===== src/rtl/txq_pkg.sv =====
package txq_pkg;
  localparam int WORD_W = 32;
  localparam int LANES  = WORD_W / 8;

  typedef enum logic [1:0] {
    SEL_ADDR = 2'd0,
    SEL_LEN  = 2'd1,
    SEL_STAT = 2'd2
  } regSel_e;

  // strobes from control to datapath
  typedef struct packed {
    logic       push;
    logic       pop;
    logic [1:0] shiftOff;
    logic [2:0] pushBytes;
    logic       pushLast;
  } strobe_t;

  typedef struct packed {
    logic [WORD_W-1:0] data;
    logic [2:0]        bytes;
    logic              last;
  } entry_t;
endpackage


===== src/rtl/txq_fifo.sv =====
module txq_fifo #(
  parameter int DEPTH = 7,
  parameter int WIDTH = 36,
  localparam int CNT_W = $clog2(DEPTH + 1)
) (
  input  logic             clk,
  input  logic             rstN,
  input  logic             push,
  input  logic             pop,
  input  logic [WIDTH-1:0] wrData,
  output logic [WIDTH-1:0] rdData,
  output logic [CNT_W-1:0] count,
  output logic             empty,
  output logic             full
);
  localparam int PTR_W = (DEPTH > 1) ? $clog2(DEPTH) : 1;
  localparam logic [PTR_W-1:0] LAST_IDX = PTR_W'(DEPTH - 1);

  logic [WIDTH-1:0] store [DEPTH];
  logic [PTR_W-1:0] wrPtr, rdPtr;

  function automatic logic [PTR_W-1:0] bump(input logic [PTR_W-1:0] p);
    return (p == LAST_IDX) ? '0 : p + 1'b1;
  endfunction

  always_ff @(posedge clk or negedge rstN) begin
    if (!rstN) begin
      wrPtr <= '0;
      rdPtr <= '0;
      count <= '0;
    end else begin
      if (push) wrPtr <= bump(wrPtr);
      if (pop)  rdPtr <= bump(rdPtr);
      case ({push, pop})
        2'b10:   count <= count + 1'b1;
        2'b01:   count <= count - 1'b1;
        default: ;
      endcase
    end
  end

  always_ff @(posedge clk) begin
    if (push) store[wrPtr] <= wrData;
  end

  assign rdData = store[rdPtr];
  assign empty  = (count == '0);
  assign full   = (count == CNT_W'(DEPTH));

  AST_NO_OVERFLOW: assert property (@(posedge clk) disable iff (!rstN)
    push |-> (!full || pop));
  AST_NO_UNDERFLOW: assert property (@(posedge clk) disable iff (!rstN)
    pop |-> !empty);
endmodule


===== src/rtl/txq_datapath.sv =====
module txq_datapath
  import txq_pkg::*;
#(
  parameter int FIFO_DEPTH = 7,
  localparam int CNT_W = $clog2(FIFO_DEPTH + 1)
) (
  input  logic              clk,
  input  logic              rstN,
  input  strobe_t           stb,
  input  logic [WORD_W-1:0] memRdata,
  output logic [WORD_W-1:0] txData,
  output logic [2:0]        txBytes,
  output logic              txLast,
  output logic              fifoEmpty,
  output logic              fifoFull,
  output logic [CNT_W-1:0]  fifoCnt
);
  localparam int ENTRY_W = $bits(entry_t);

  logic [WORD_W-1:0] shifted;
  logic [WORD_W-1:0] aligned;
  entry_t            wrEntry;
  entry_t            rdEntry;
  logic [ENTRY_W-1:0] rdRaw;

  // drop the leading bytes below the start offset
  assign shifted = memRdata >> {stb.shiftOff, 3'b000};

  // keep only the valid low lanes, zero the rest
  for (genvar lane = 0; lane < LANES; lane++) begin : g_lane
    assign aligned[lane*8 +: 8] = (3'(lane) < stb.pushBytes) ? shifted[lane*8 +: 8] : 8'h00;
  end

  always_comb begin
    wrEntry.data  = aligned;
    wrEntry.bytes = stb.pushBytes;
    wrEntry.last  = stb.pushLast;
  end

  txq_fifo #(.DEPTH(FIFO_DEPTH), .WIDTH(ENTRY_W)) i_fifo (
    .clk    (clk),
    .rstN   (rstN),
    .push   (stb.push),
    .pop    (stb.pop),
    .wrData (wrEntry),
    .rdData (rdRaw),
    .count  (fifoCnt),
    .empty  (fifoEmpty),
    .full   (fifoFull)
  );

  assign rdEntry = entry_t'(rdRaw);
  assign txData  = rdEntry.data;
  assign txBytes = rdEntry.bytes;
  assign txLast  = rdEntry.last;

  AST_BYTES_RANGE: assert property (@(posedge clk) disable iff (!rstN)
    stb.push |-> (stb.pushBytes != 3'd0 && stb.pushBytes <= 3'd4));
endmodule


===== src/rtl/txq_ctrl.sv =====
module txq_ctrl
  import txq_pkg::*;
#(
  parameter int ADDR_W      = 32,
  parameter int LEN_W       = 12,
  parameter int FIFO_DEPTH  = 7,
  parameter int START_WORDS = 3,
  localparam int CNT_W = $clog2(FIFO_DEPTH + 1)
) (
  input  logic              clk,
  input  logic              rstN,
  input  logic              regWr,
  input  logic [1:0]        regSel,
  input  logic [WORD_W-1:0] regWdata,
  output logic [WORD_W-1:0] regRdata,
  output logic              memReq,
  output logic [ADDR_W-1:0] memAddr,
  input  logic              memGnt,
  input  logic              txPop,
  output logic              txGo,
  output logic              txDone,
  output logic              txErr,
  input  logic [CNT_W-1:0]  fifoCnt,
  input  logic              fifoFull,
  input  logic              fifoEmpty,
  input  logic              headLast,
  output strobe_t           stb
);
  logic              active;
  logic [ADDR_W-1:0] addrStage;
  logic [ADDR_W-1:0] fetchPtr;
  logic [LEN_W-1:0]  fetchRem;
  logic [LEN_W-1:0]  curLen;
  logic              pendValid;
  logic [ADDR_W-1:0] pendAddr;
  logic [LEN_W-1:0]  pendLen;
  logic              ovf;

  logic              lenWr, lenOk, takeNew, ovfHit;
  logic [LEN_W-1:0]  newLen;
  logic              popFire, underrun, frameDone, grantFire;
  logic [2:0]        room, take;
  logic              lastWord;

  always_comb begin
    lenWr     = regWr && (regSel == SEL_LEN);
    newLen    = regWdata[LEN_W-1:0];
    lenOk     = (newLen != '0);
    takeNew   = lenWr && lenOk && !pendValid;
    ovfHit    = lenWr && lenOk && pendValid;
    popFire   = txPop && txGo && !fifoEmpty;
    underrun  = txPop && txGo && fifoEmpty;
    frameDone = popFire && headLast;
    memReq    = active && (fetchRem != '0) && !fifoFull;
    grantFire = memReq && memGnt;
    room      = 3'd4 - {1'b0, fetchPtr[1:0]};
    lastWord  = (fetchRem <= LEN_W'(room));
    take      = lastWord ? fetchRem[2:0] : room;
  end

  assign memAddr = {fetchPtr[ADDR_W-1:2], 2'b00};

  always_comb begin
    stb.push      = grantFire;
    stb.pop       = popFire;
    stb.shiftOff  = fetchPtr[1:0];
    stb.pushBytes = take;
    stb.pushLast  = lastWord;
  end

  always_ff @(posedge clk or negedge rstN) begin
    if (!rstN) begin
      active    <= 1'b0;
      addrStage <= '0;
      fetchPtr  <= '0;
      fetchRem  <= '0;
      curLen    <= '0;
      pendValid <= 1'b0;
      pendAddr  <= '0;
      pendLen   <= '0;
      ovf       <= 1'b0;
      txGo      <= 1'b0;
      txDone    <= 1'b0;
      txErr     <= 1'b0;
    end else begin
      txDone <= frameDone;
      txErr  <= underrun;

      if (regWr && regSel == SEL_ADDR) addrStage <= regWdata[ADDR_W-1:0];

      if (ovfHit) ovf <= 1'b1;
      else if (regWr && regSel == SEL_STAT && regWdata[1]) ovf <= 1'b0;

      if (grantFire) begin
        fetchPtr <= {fetchPtr[ADDR_W-1:2] + 1'b1, 2'b00};
        fetchRem <= fetchRem - LEN_W'(take);
      end

      if (!txGo && active && (fifoCnt >= CNT_W'(START_WORDS) || fetchRem == '0))
        txGo <= 1'b1;

      if (!active) begin
        if (takeNew) begin
          active   <= 1'b1;
          curLen   <= newLen;
          fetchPtr <= addrStage;
          fetchRem <= newLen;
        end
      end else if (frameDone) begin
        txGo <= 1'b0;
        if (pendValid) begin
          pendValid <= 1'b0;
          curLen    <= pendLen;
          fetchPtr  <= pendAddr;
          fetchRem  <= pendLen;
        end else if (takeNew) begin
          curLen   <= newLen;
          fetchPtr <= addrStage;
          fetchRem <= newLen;
        end else begin
          active <= 1'b0;
        end
      end else if (takeNew) begin
        pendValid <= 1'b1;
        pendAddr  <= addrStage;
        pendLen   <= newLen;
      end
    end
  end

  always_comb begin
    case (regSel)
      SEL_ADDR: regRdata = WORD_W'(fetchPtr);
      SEL_LEN:  regRdata = WORD_W'(curLen);
      SEL_STAT: regRdata = {{(WORD_W-3){1'b0}}, active, ovf, !pendValid};
      default:  regRdata = '0;
    endcase
  end

  AST_REQ_HOLD: assert property (@(posedge clk) disable iff (!rstN)
    memReq && !memGnt |=> memReq);
  AST_ADDR_STEP: assert property (@(posedge clk) disable iff (!rstN)
    memReq && memGnt |=> memAddr == $past(memAddr) + ADDR_W'(4));
  AST_GO_THRESH: assert property (@(posedge clk) disable iff (!rstN)
    $rose(txGo) |-> ($past(fifoCnt) >= CNT_W'(START_WORDS)) || ($past(fetchRem) == '0));
  AST_PEND_HOLD: assert property (@(posedge clk) disable iff (!rstN)
    pendValid && !frameDone |=> pendValid && $stable(pendLen) && $stable(pendAddr));
  AST_QUEUE_OVF: assert property (@(posedge clk) disable iff (!rstN)
    regWr && regSel == SEL_LEN && regWdata[LEN_W-1:0] != '0 && pendValid |=> ovf);
  AST_DONE_PULSE: assert property (@(posedge clk) disable iff (!rstN)
    txDone |=> !txDone);
  AST_ERR_SRC: assert property (@(posedge clk) disable iff (!rstN)
    txErr |-> $past(txGo) && $past(fifoEmpty));
endmodule


===== src/rtl/txq_dma_channel.sv =====
module txq_dma_channel
  import txq_pkg::*;
#(
  parameter int ADDR_W      = 32,
  parameter int LEN_W       = 12,
  parameter int FIFO_DEPTH  = 7,
  parameter int START_WORDS = 3,
  localparam int CNT_W = $clog2(FIFO_DEPTH + 1)
) (
  input  logic              clk,
  input  logic              rstN,
  input  logic              regWr,
  input  logic [1:0]        regSel,
  input  logic [31:0]       regWdata,
  output logic [31:0]       regRdata,
  output logic              memReq,
  output logic [ADDR_W-1:0] memAddr,
  input  logic              memGnt,
  input  logic [31:0]       memRdata,
  output logic              txGo,
  output logic              txValid,
  output logic [31:0]       txData,
  output logic [2:0]        txBytes,
  output logic              txLast,
  input  logic              txPop,
  output logic              txDone,
  output logic              txErr
);
  strobe_t          stb;
  logic [CNT_W-1:0] fifoCnt;
  logic             fifoEmpty, fifoFull;

  txq_ctrl #(
    .ADDR_W(ADDR_W), .LEN_W(LEN_W), .FIFO_DEPTH(FIFO_DEPTH), .START_WORDS(START_WORDS)
  ) i_ctrl (
    .clk(clk), .rstN(rstN),
    .regWr(regWr), .regSel(regSel), .regWdata(regWdata), .regRdata(regRdata),
    .memReq(memReq), .memAddr(memAddr), .memGnt(memGnt),
    .txPop(txPop), .txGo(txGo), .txDone(txDone), .txErr(txErr),
    .fifoCnt(fifoCnt), .fifoFull(fifoFull), .fifoEmpty(fifoEmpty), .headLast(txLast),
    .stb(stb)
  );

  txq_datapath #(.FIFO_DEPTH(FIFO_DEPTH)) i_datapath (
    .clk(clk), .rstN(rstN), .stb(stb), .memRdata(memRdata),
    .txData(txData), .txBytes(txBytes), .txLast(txLast),
    .fifoEmpty(fifoEmpty), .fifoFull(fifoFull), .fifoCnt(fifoCnt)
  );

  assign txValid = !fifoEmpty;
endmodule


===== config.mk =====
export PLATFORM = sky130hd
export DESIGN_NAME = txq_dma_channel
export DESIGN_NICKNAME = d
export VERILOG_FILES = /design/src/rtl/txq_pkg.sv /design/src/rtl/txq_fifo.sv /design/src/rtl/txq_datapath.sv /design/src/rtl/txq_ctrl.sv /design/src/rtl/txq_dma_channel.sv
export SDC_FILE = /design/constraint.sdc
export NUM_CORES = 1
export LEC_CHECK = 0
export CAP_MARGIN = 20
export CORE_MARGIN = 2
export CORE_UTILIZATION = 35
export CTS_CLUSTER_SIZE = 20
export DETAILED_ROUTE_END_ITERATION = 7
export GPL_TIMING_DRIVEN = 1
export PLACE_DENSITY = 0.6
export SLEW_MARGIN = 20
export SYNTH_ARGS = -nofsm -noshare
export SYNTH_HDL_FRONTEND = slang
export SYNTH_SLANG_ARGS = --single-unit

===== constraint.sdc =====
create_clock -name clk -period 5.28 [get_ports clk]
set_clock_uncertainty 0.2 [all_clocks]
set_input_delay 1.056 -clock clk [delete_from_list [all_inputs] [get_ports clk]]
set_output_delay 1.056 -clock clk [all_outputs]
set_load 0.03 [all_outputs]

==> results of run 1 <==
state kept, by name, summed over array words and instances (netlist names):
signal and count:
i_datapath.i_fifo.rdPtr 3, i_datapath.i_fifo.wrPtr 3, i_ctrl.fetchRem 12, i_ctrl.pendLen 12, i_datapath.i_fifo.store 252, i_ctrl.pendValid 1, i_ctrl.active 1, i_ctrl.txGo 1
i_datapath.i_fifo.count 3, i_ctrl.addrStage 32, i_ctrl.fetchPtr 32, i_ctrl.pendAddr 32, i_ctrl.txDone 1, i_ctrl.ovf 1, i_ctrl.txErr 1, i_ctrl.curLen 12
how the worst min path moves through the flow:
stage                           start  depth (start not counted)           endpoint  slack [ns]
CTS                  i_ctrl.curLen[1]                          2   i_ctrl.curLen[1]        0.29
global route         i_ctrl.curLen[3]                          2   i_ctrl.curLen[3]        0.31
floorplan           i_ctrl.curLen[11]                          2  i_ctrl.curLen[11]        0.25
detailed placement   i_ctrl.curLen[1]                          2   i_ctrl.curLen[1]        0.27
global placement     i_ctrl.curLen[4]                          2   i_ctrl.curLen[4]        0.26
finish               i_ctrl.curLen[1]                          2   i_ctrl.curLen[1]        0.29
worst min-delay path, delay by kind of cell, from the launching register on:
family,cells,cell delay (ns)
flip-flops,1,0.34
AND/OR/NAND/NOR,2,0.11
logic make-up (layout without fill, tap and decap cells):
kind of cell,count (synthesis),count (layout),synth area share (%)
AOI/OAI and AO/OA,188,188,6.84
xor gates and xnor gates,41,41,2.03
adders and majority gates,11,11,0.864
buffers and inverters,124,303,3.37
DFF,399,399,63.7
muxes,215,215,15.6
other,1,2,0.0212
and+or+nand+nor,275,275,7.62
area by class of cell:
class	count	share of cell area (%)
Sequential cell	399	52.7
Multi-Input combinational cell	732	27.5
Timing Repair Buffer	205	9.40
Clock buffer	62	5.61
Tap cell	672	3.94
Clock inverter	14	0.492
Inverter	22	0.387
metrics by stage:
step | setup slack (ns) | util, % | cell area (um2) | hold slack [ns]
floorplan | 0.417 | - | 17700 | 0.246
global placement | 0.778 | 40.1 | 20100 | 0.258
detailed placement | 0.702 | 40.1 | 20100 | 0.270
CTS | 0.586 | 42.7 | 21400 | 0.289
global route | 0.393 | 42.8 | 21400 | 0.310
finish | 0.689 | 42.8 | 21400 | 0.287
per-layer routing:
| layer | track usage [%] | vias up | part of all wire [%] |
|---|---|---|---|
| met2 | 26.4 | 327 | 47 |
| met4 | 3.86 | 0 | 1.8 |
| met3 | 3.18 | 63 | 6.0 |
| li1 | - | 4993 | - |
| met5 | 0 | - | 0 |
| met1 | 23.3 | 5500 | 45 |
synthesized netlist by cell type (all sizes together) (2+ instances only):
cell | number | area [um2]
nand4 | 10 | 62.6
nor3 | 12 | 60.1
a222oi | 3 | 30.0
a32o | 2 | 20.0
inv | 22 | 82.6
nand2 | 88 | 330
fa | 2 | 40.0
o211ai | 2 | 15.0
xor2 | 28 | 245
and3 | 9 | 56.3
and4 | 2 | 17.5
nor2 | 60 | 233
a21oi | 19 | 98.9
xnor2 | 13 | 114
ha | 9 | 113
mux2 | 115 | 1290
nor4 | 11 | 68.8
a21o | 3 | 22.5
a31oi | 4 | 25.0
a22oi | 42 | 315
mux2i | 64 | 641
a221oi | 8 | 82.6
or4 | 3 | 30.0
buf | 48 | 310
a32oi | 3 | 26.3
o22ai | 14 | 87.6
dfrtp | 147 | 3680
mux4 | 36 | 811
clkbuf | 54 | 203
or3 | 3 | 23.8
o21ai | 76 | 380
nand3b | 2 | 15.0
nand3 | 24 | 120
a211oi | 10 | 75.1
edfxtp | 252 | 7570
nor2b | 15 | 93.8
and2 | 33 | 206
power breakdown:
group / internal (uW) / switching [uW] / leakage [uW]
Combinational: 2120 / 2890 / 0.00300
Sequential: 4380 / 704 / 0.00414
Clock: 1590 / 1210 / 0.000635
==> reports/results.txt, run 1 <==
The run finished with clean final reports. The post-layout net count came out at 1,485. The number of cell instances on the worst register-to-register path works out to 18. The critical path launch point type is a flip-flop. Post-detailed-route via-to-cell ratio: 5.17. The worst setup path is captured at a primary output. In the final layout, the share of cells above drive strength 1 is 18.3%. The combined buffer and inverter count along the critical path came out at 2. For the number of endpoints failing setup at the final stage, the log shows 0.

In the synthesized netlist the dominant register cell turns out to be edfxtp_1. The detail route stage leaves a number of antenna-violating nets equal to 0. The run gives 0.813 as the routability congestion estimate. The tightest min-delay check is of the flip-flop to flip-flop type.

The worst register-to-register path begins at i_ctrl.fetchPtr[0]. The count of unresolved DRC violations after routing is 0. The worst register-to-register path ends at i_ctrl.fetchRem[10]. Among cell families on the critical path, the largest total delay comes from buffers and inverters.

The number of setup buffers added after CTS is 0. At the later pin of the worst-skew pair, clock insertion delay measures 0.56 ns. Kind of critical path: flip-flop to primary output.

The largest single stage delay on the critical path is 0.89 ns. For this design the top-level I/O count stands at 176. For the overall fraction of global-route tracks in use, the log shows 16.5%. Static timing analysis puts the maximum clock frequency at 218 MHz. The logs give 0 for the number of diodes and 84 for the pin count of the biggest net entering global routing. Power spread over the standard cell area amounts to 603 nW/um2. The logs give 11,300 um2 for the register area and 5870 um2 for the area of combinational cells with multiple inputs. The first global-routing pass estimated 67,100 um of wire. The site row count is 82, and the number of unique standard cell types used by synthesis is 51.

The via count of the first global-routing pass is 11,100, and the first-pass iteration count of the detailed router is 5. The top cell types in the final layout, fill and taps aside, are edfxtp_1 (252), clkdlybuf4s50_1 (172), dfrtp_1 (144). The setup check on the worst reg-to-reg path leaves a slack of 0.76 ns. In this run, synthesis produced a sequential element count of 399.

The number of buffers between clock root and the deepest sink was 3. The maximum ir drop on the vdd rail came out at 0.275 mV. The final global-route overflow total is 0. The run gives 27,400 um as the placed wire-length estimate. Counting every instance in the synthesized netlist gives 1,254. In this run the vertical extent of the chip is 229 um. Once the clock tree was built, the resizer swapped 0 gates to a different size. After detailed routing, the total wire length is 43,300 um. For the detailed router's first-iteration violation count, the log shows 886. Setup repair after global routing left no endpoint under its margin. Clock-pin slew was measured on the worst setup and hold paths at 0.06 ns. Walking the worst path, the cells encountered are buf_12 > mux4_2 > mux2_2 > clkdlybuf4s50_1.

The cell area after technology mapping was 17,700 um2. The area of the die was 52,300 um2; the detailed-route via count was 10,900. The area growth from synthesis to layout works out to 21.0%. The average wire per standard cell is 20.6 um, and the placeable core region is 50,000 um2. In this run the static leakage power is 0.00777 uW. CTS saw 399 sinks. The required time of the critical path is 4.02 ns. Counting the buffers created by CTS gives 43.

The setup TNS after final layout was 0 ns. The biggest fanout along the worst timing path was 40; the count of yosys warnings during synthesis was 0. Number of hold violations in the final report: 0. The tools report the worst setup path startpoint as i_datapath.i_fifo.rdPtr[0].

The x dimension of the die came out at 229 um. TritonCTS built the clock tree. The proportion of synthesized flip-flops having asynchronous set or reset is 36.8%, and the time the worst path needs with I/O delays and setup is 4.59 ns. At the pin with the least slew margin, the transition time is 1.05 ns.

The non-filler instance count after layout was 2,106; the count of max-cap constraint violations was 0. The initial utilization of the core area, before any placement, comes to 35.3%. Each instance of the synthesized netlist takes up on average 14.1 um2. Including well taps, the total number of placed cells is 2,029. The final cycle utilization of the critical path was 87.0%. The cell with the biggest individual delay on the critical path was dfrtp_4. The critical path capture point is txData[22].

The tree is rooted in a clkbuf_16. Headroom to the max-slew limit came out at 30.0%. Most common cell after layout, fill and taps aside: edfxtp_1.

The number of flops mapped to enable cells by yosys was 252. The run gives 0 as the number of pins with negative max-slew slack in the final report. The number of cells on the critical path is 4, and the worst endpoint data arrival time is 3.34 ns. The count of hold buffers inserted by post-cts repair is 0.

The tools report the portion of the post-synthesis area used by sequential elements as 63.7%. The deepest level of the CTS H-tree is 2. Input and output buffers added on the ports amount to 173. The completed layout was analyzed and its total power is 12,900 uW. The layout has 4,609 filler cells. For the initial antenna violation count, the log shows 0.
Note: power is estimated with default switching activity, not from simulation.
==> run 2: changes to the inputs <==
Settings changed: CTS_CLUSTER_SIZE 20 to 25, GPL_ROUTABILITY_DRIVEN from default to 1.
==> results of run 2 <==
Same layout as run 1: the final DEF is identical, and so are final timing and power.
